$ cat src/rtl/dram_seq_pkg.sv
package dram_seq_pkg;

  typedef enum logic [1:0] {
    CYC_ROW_ONLY = 2'd0,
    CYC_CBR      = 2'd1,
    CYC_ENTRY    = 2'd2
  } cyc_kind_e;

  typedef enum logic [1:0] {
    PH_IDLE = 2'd0,
    PH_LEAD = 2'd1,
    PH_ACT  = 2'd2,
    PH_PRE  = 2'd3
  } phase_e;

  localparam logic [1:0] OP_REFRESH  = 2'b00;
  localparam logic [1:0] OP_ENTER    = 2'b01;
  localparam logic [1:0] OP_EXIT_ROW = 2'b10;
  localparam logic [1:0] OP_EXIT_CBR = 2'b11;

endpackage

$ cat src/rtl/dram_pwrup_timer.sv
module dram_pwrup_timer #(
  parameter int WAIT_CYCLES = 20000
) (
  input  logic clk,
  input  logic rst_n,
  output logic expired
);
  localparam int CW = $clog2(WAIT_CYCLES + 1);
  localparam logic [CW-1:0] LIMIT = CW'(WAIT_CYCLES);

  logic [CW-1:0] cnt;

  always_ff @(posedge clk) begin
    if (!rst_n)             cnt <= '0;
    else if (cnt != LIMIT)  cnt <= cnt + 1'b1;
  end

  assign expired = (cnt == LIMIT);

  AST_TIMER_BOUND: assert property (@(posedge clk) disable iff (!rst_n)
    cnt <= LIMIT);

endmodule

$ cat src/rtl/dram_strobe_gen.sv
module dram_strobe_gen
  import dram_seq_pkg::*;
#(
  parameter int LEAD_CYC = 2,
  parameter int ACT_CYC  = 4,
  parameter int PRE_CYC  = 3
) (
  input  logic      clk,
  input  logic      rst_n,
  input  logic      start,
  input  cyc_kind_e kind,
  output logic      busy,
  output logic      done,
  output logic      ras_n,
  output logic      cas_n,
  output logic      we_n
);
  localparam int MAX_A = (LEAD_CYC > ACT_CYC) ? LEAD_CYC : ACT_CYC;
  localparam int MAX_L = (MAX_A > PRE_CYC) ? MAX_A : PRE_CYC;
  localparam int CW    = $clog2(MAX_L + 1);
  localparam logic [CW-1:0] LEAD_LAST = CW'(LEAD_CYC - 1);
  localparam logic [CW-1:0] ACT_LAST  = CW'(ACT_CYC - 1);
  localparam logic [CW-1:0] PRE_LAST  = CW'(PRE_CYC - 1);

  phase_e        ph;
  cyc_kind_e     kind_q;
  logic [CW-1:0] cnt;

  always_ff @(posedge clk) begin
    if (!rst_n) begin
      ph     <= PH_IDLE;
      cnt    <= '0;
      kind_q <= CYC_ROW_ONLY;
    end else begin
      case (ph)
        PH_IDLE: if (start) begin
          kind_q <= kind;
          cnt    <= '0;
          ph     <= (kind == CYC_ROW_ONLY) ? PH_ACT : PH_LEAD;
        end
        PH_LEAD: if (cnt == LEAD_LAST) begin
          ph <= PH_ACT; cnt <= '0;
        end else cnt <= cnt + 1'b1;
        PH_ACT: if (cnt == ACT_LAST) begin
          ph <= PH_PRE; cnt <= '0;
        end else cnt <= cnt + 1'b1;
        PH_PRE: if (cnt == PRE_LAST) begin
          ph <= PH_IDLE; cnt <= '0;
        end else cnt <= cnt + 1'b1;
        default: ph <= PH_IDLE;
      endcase
    end
  end

  logic col_phase;
  assign col_phase = (ph == PH_LEAD) || (ph == PH_ACT);
  assign ras_n = !(ph == PH_ACT);
  assign cas_n = !(col_phase && (kind_q != CYC_ROW_ONLY));
  assign we_n  = !(col_phase && (kind_q == CYC_ENTRY));
  assign busy  = (ph != PH_IDLE);
  assign done  = (ph == PH_PRE) && (cnt == PRE_LAST);

  AST_CAS_LEADS_RAS: assert property (@(posedge clk) disable iff (!rst_n)
    ($fell(ras_n) && !cas_n) |-> $past(!cas_n));
  AST_CAS_RELEASE_WITH_RAS: assert property (@(posedge clk) disable iff (!rst_n)
    $rose(cas_n) |-> $rose(ras_n));
  AST_WE_WITH_CAS: assert property (@(posedge clk) disable iff (!rst_n)
    $fell(we_n) |-> $fell(cas_n));

endmodule

$ cat src/rtl/dram_init_seq.sv
module dram_init_seq
  import dram_seq_pkg::*;
#(
  parameter int CLK_MHZ    = 100,
  parameter int WAIT_US    = 200,
  parameter int INIT_COUNT = 8,
  parameter bit INIT_CBR   = 1'b1,
  parameter int LEAD_CYC   = 2,
  parameter int ACT_CYC    = 4,
  parameter int PRE_CYC    = 3,
  parameter int ROW_W      = 10
) (
  input  logic             clk,
  input  logic             rst_n,
  input  logic             req_valid,
  input  logic [1:0]       req_op,
  output logic             req_ready,
  output logic             ras_n,
  output logic             cas_n,
  output logic             we_n,
  output logic [ROW_W-1:0] row_addr,
  output logic             init_done,
  output logic             test_active
);
  localparam int WAIT_CYCLES = CLK_MHZ * WAIT_US;
  localparam int IW = $clog2(INIT_COUNT + 1);
  localparam logic [IW-1:0] INIT_LAST = IW'(INIT_COUNT - 1);
  localparam cyc_kind_e INIT_KIND = INIT_CBR ? CYC_CBR : CYC_ROW_ONLY;

  typedef enum logic [1:0] {T_WAIT, T_INIT, T_RUN} top_state_e;

  top_state_e     st;
  logic [IW-1:0]  init_cnt;
  cyc_kind_e      cur_kind, start_kind, req_kind;
  logic           wait_over, gen_busy, gen_done, gen_start;
  logic [ROW_W-1:0] row_q;
  logic           test_q;

  dram_pwrup_timer #(.WAIT_CYCLES(WAIT_CYCLES)) u_timer (
    .clk(clk), .rst_n(rst_n), .expired(wait_over)
  );

  always_comb begin
    case (req_op)
      OP_ENTER:    req_kind = CYC_ENTRY;
      OP_EXIT_ROW: req_kind = CYC_ROW_ONLY;
      OP_EXIT_CBR: req_kind = CYC_CBR;
      default:     req_kind = INIT_KIND;
    endcase
  end

  assign init_done  = (st == T_RUN);
  assign req_ready  = init_done && !gen_busy;
  assign gen_start  = !gen_busy && ((st == T_INIT) || ((st == T_RUN) && req_valid));
  assign start_kind = (st == T_INIT) ? INIT_KIND : req_kind;

  dram_strobe_gen #(.LEAD_CYC(LEAD_CYC), .ACT_CYC(ACT_CYC), .PRE_CYC(PRE_CYC)) u_gen (
    .clk(clk), .rst_n(rst_n), .start(gen_start), .kind(start_kind),
    .busy(gen_busy), .done(gen_done), .ras_n(ras_n), .cas_n(cas_n), .we_n(we_n)
  );

  always_ff @(posedge clk) begin
    if (!rst_n) begin
      st       <= T_WAIT;
      init_cnt <= '0;
      cur_kind <= CYC_ROW_ONLY;
      row_q    <= '0;
      test_q   <= 1'b0;
    end else begin
      if (gen_start) cur_kind <= start_kind;
      case (st)
        T_WAIT: if (wait_over) st <= T_INIT;
        T_INIT: if (gen_done) begin
          if (init_cnt == INIT_LAST) st <= T_RUN;
          else init_cnt <= init_cnt + 1'b1;
        end
        default: st <= T_RUN;
      endcase
      if (gen_done) begin
        test_q <= (cur_kind == CYC_ENTRY);
        if (cur_kind == CYC_ROW_ONLY) row_q <= row_q + 1'b1;
      end
    end
  end

  assign row_addr    = row_q;
  assign test_active = test_q;

  AST_QUIET_DURING_WAIT: assert property (@(posedge clk) disable iff (!rst_n)
    (st == T_WAIT) |-> (ras_n && cas_n && we_n));
  AST_READY_NEEDS_INIT: assert property (@(posedge clk) disable iff (!rst_n)
    req_ready |-> (init_done && ras_n));
  AST_DONE_STICKY: assert property (@(posedge clk) disable iff (!rst_n)
    init_done |=> init_done);
  AST_TEST_AFTER_INIT: assert property (@(posedge clk) disable iff (!rst_n)
    test_active |-> init_done);

endmodule

$ cat config.mk
export PLATFORM = sky130hd
export DESIGN_NAME = dram_init_seq
export DESIGN_NICKNAME = d
export VERILOG_FILES = /design/src/rtl/dram_seq_pkg.sv /design/src/rtl/dram_pwrup_timer.sv /design/src/rtl/dram_strobe_gen.sv /design/src/rtl/dram_init_seq.sv
export SDC_FILE = /design/constraint.sdc
export NUM_CORES = 1
export LEC_CHECK = 0
export ABC_AREA = 1
export BUFFER_PORTS_ARGS = -buffer_cell sky130_fd_sc_hd__buf_2
export CORE_AREA = 2 2 83 85
export CTS_CLUSTER_DIAMETER = 50
export CTS_CLUSTER_SIZE = 16
export DETAILED_ROUTE_END_ITERATION = 7
export DIE_AREA = 0 0 85 87
export PLACE_DENSITY = 0.46
export SLEW_MARGIN = 20
export SYNTH_ARGS = -nofsm -noshare
export SYNTH_HDL_FRONTEND = slang
export SYNTH_SLANG_ARGS = --single-unit
$ cat constraint.sdc
create_clock -name clk -period 1.85 [get_ports clk]
set_input_delay 0.555 -clock clk [delete_from_list [all_inputs] [get_ports clk]]
set_output_delay 0.555 -clock clk [all_outputs]
set_load 0.05 [all_outputs]
==> summary.txt <==
register area share after synthesis -> 35.6%
worst min path class -> flip-flop to flip-flop
met1 layer usage reported by global route -> 17.1%
Post-Synth Adder-Cell Area -> 7.99%
dominant cells by area after synthesis -> dfxtp_1 (36%), nand2_1 (14%), inv_1 (9.8%)
largest family of logic cells by synthesized area -> simple AND/OR/NAND/NOR gates
num ports -> 21
CTS tree -> built
Final HPWL DP -> 3470 um
M2 GR Usage -> 22.9%
DRC Markers -> 0
critical path type -> flip-flop to output port
post-synthesis mux area share -> 0%
status -> complete, no violations
Yosys top cell area share -> 35.6%
initial antenna violation count -> 0
root buffer cell -> clkbuf_8
Syn-to-layout area delta -> 16.7%
via-per-instance ratio -> 4.47
Bufs on Longest Clock Path -> 2
Avg Inst Size Synth -> 6.79 sq um
Post-Syn Nets -> 342
Synthesis Warnings -> 0
die area -> 7400 sq um
Crit. End Element -> output port
Die Ht -> 87 um
ratio of cells with drive above 1 in the final layout -> 15.6%
Max transition margin -> 81.1%
nets -> 372
Crit Path Max Fanout -> 3
Core Box Area -> 6570 sq um
first-pass GRT wire length -> 8180 um
met3 Use GR -> 3.32%
Top Usage Layer GRT -> met2
startpoint types -> flip-flop
fin crit period -> 1780 ps
Post-Syn Area -> 2190 sq um
Worst EP arrival -> 1230 ps
Non-Filler Instances -> 433
Slew @ Worst Pin -> 282 ps
Simple-Gate Fraction of Synth Area -> 33.7%
most common cell in the netlist -> nand2_1
Routed wire per std cell -> 10.8 um
setup TNS -> 0 ps
grt ovf -> 0
CTS sink cnt -> 39
Yosys reg bits -> 39
Post-Synth XOR/XNOR Area -> 0.799%
worst hold stages -> 2
overall die width -> 85 um
Max-cap violations -> 0
ys async rst share -> 0%
cts bufs inserted -> 5
final worst-path cycle share -> 96.3%
fillers -> 703
Register-to-Register Path Depth -> 9
GRT Total Usage -> 13.6%
clk_lat worst skew -> 300 ps
Antenna diodes -> 0
RSZ-0062 raised after global routing -> false
Final Skew -> 10.3 ps
post-route ant nets -> 0
pin count of the biggest net entering global routing -> 23
count of cell types in the netlist -> 26
final hold violations -> 0
Power per Cell Area -> 714 nW/um^2
Main synth FF type -> dfxtp_1
Worst-path clk slew -> 80 ps
Post-synth EDFFs -> 0
final setup fails -> 0
Synth area leader -> dfxtp_1
row cnt -> 30
vias in the first global route -> 1853
I/O Buffers -> 20
fmax -> 0.562 GHz
Post-Syn Instances -> 323
VDD IR max -> 395 uV
CTS H-Tree Depth -> 2
Starting Density -> 33.4%
DRT iter0 DRCs -> 53
synth cell count leaders -> nand2_1 (80), inv_1 (57), dfxtp_1 (39), nor2_1 (30), a21oi_1 (29)
static leakage -> 1.16 nW
placer congestion estimate -> 0.766
Pre-Repair DR Iteration Count -> 4
vias -> 1935
Compound-Gate Fraction of Synth Area -> 10.8%
fin. max-slew vios -> 0
Final Routed Wirelength -> 4670 um
Placed Instances -> 425
CTS Hold Buffers Added -> 0
Worst EP required -> 1290 ps
## metal layers
| layer | wire, um | vias up |
|---|---|---|
| met5 | 0 | - |
| met3 | 131 | 6 |
| met2 | 2110 | 16 |
| met1 | 2350 | 836 |
| met4 | 70 | 0 |
| li1 | - | 1077 |
## state kept, by name, summed over array words and instances, names as in the netlist
register	cells
cur_kind	2
init_cnt	4
row_addr	10
st	2
test_active	1
u_gen.cnt	3
u_gen.ph	2
u_timer.cnt	15
## worst max-delay path, cell delays in order, from the launching register on
cell and delay (ps):
dfxtp_2 340, inv_2 90, ha_4 140, inv_1 60
nor3_4 120, buf_6 180
## repair_timing
item                       4_1_cts  5_1_grt
gates resized for setup         11        3
buffers inserted                 1        0
setup endpoints to repair        4        4
## where the power goes
part	internal, mW	switching [mW]
Sequential	0.862	0.0213
Clock	0.293	0.309
Combinational	0.134	0.207
Total	1.29	0.538
## final timing paths
check | start | end | slack, ps
worst max-delay path | u_gen.ph[0]$_SDFFE_PN0P_ | req_ready | 70
worst min register to register | test_active$_SDFFE_PN0P_ | test_active$_SDFFE_PN0P_ | 470
worst min-delay path | test_active$_SDFFE_PN0P_ | test_active$_SDFFE_PN0P_ | 470
worst max register to register | u_gen.ph[1]$_SDFFE_PN0P_ | row_addr[5]$_SDFFE_PN0P_ | 340
## final cells by class
class                           instances  area, sq um  area share [%]
Tap cell                               80          100            3.91
Clock buffer                            6         82.6            3.23
Clock inverter                          1         5.00           0.196
Timing Repair Buffer                   27          174            6.80
Sequential cell                        39          783            30.6
Multi-Input combinational cell        221         1190            46.6
Inverter                               59          221            8.66
## logic make-up after synthesis
kind of cell,Yosys count
and+or+nand+nor,158
adders and majority gates,14
buffers and inverters,63
xor gates and xnor gates,2
DFF,39
AOI/OAI and AO/OA,47
## stage by stage
| step | hold slack, ps | area, sq um | power [mW] | utilization [%] | setup slack (ps) |
|---|---|---|---|---|---|
| 6_report | 471 | 2560 | 1.83 | 39.0 | 69.3 |
| 2_1_floorplan | 444 | 2200 | 1.11 | - | 166 |
| 4_1_cts | 474 | 2560 | 1.86 | 38.9 | 11.3 |
| 3_5_place_dp | 462 | 2430 | 1.21 | 37.0 | 177 |
| 5_1_grt | 502 | 2560 | 1.93 | 39.0 | 0.538 |
| 3_3_place_gp | 456 | 2430 | 1.22 | 37.0 | 220 |
## cells in the final DEF (no fill, tap or decap), drive strengths merged
cell type,Yosys,routed
nor3b,1,1
xor2,2,2
nand4,7,7
buf,1,27
and3,1,1
a21oi,29,29
nor2,36,36
nor3,7,7
o21ai,17,17
or2,1,1
dfxtp,39,39
o21a,1,1
nand2,82,82
inv,58,58
clkinv,1,2
clkbuf,3,6
nand3,23,23
ha,14,14
No activity file was read; power rests on OpenSTA's default activity.
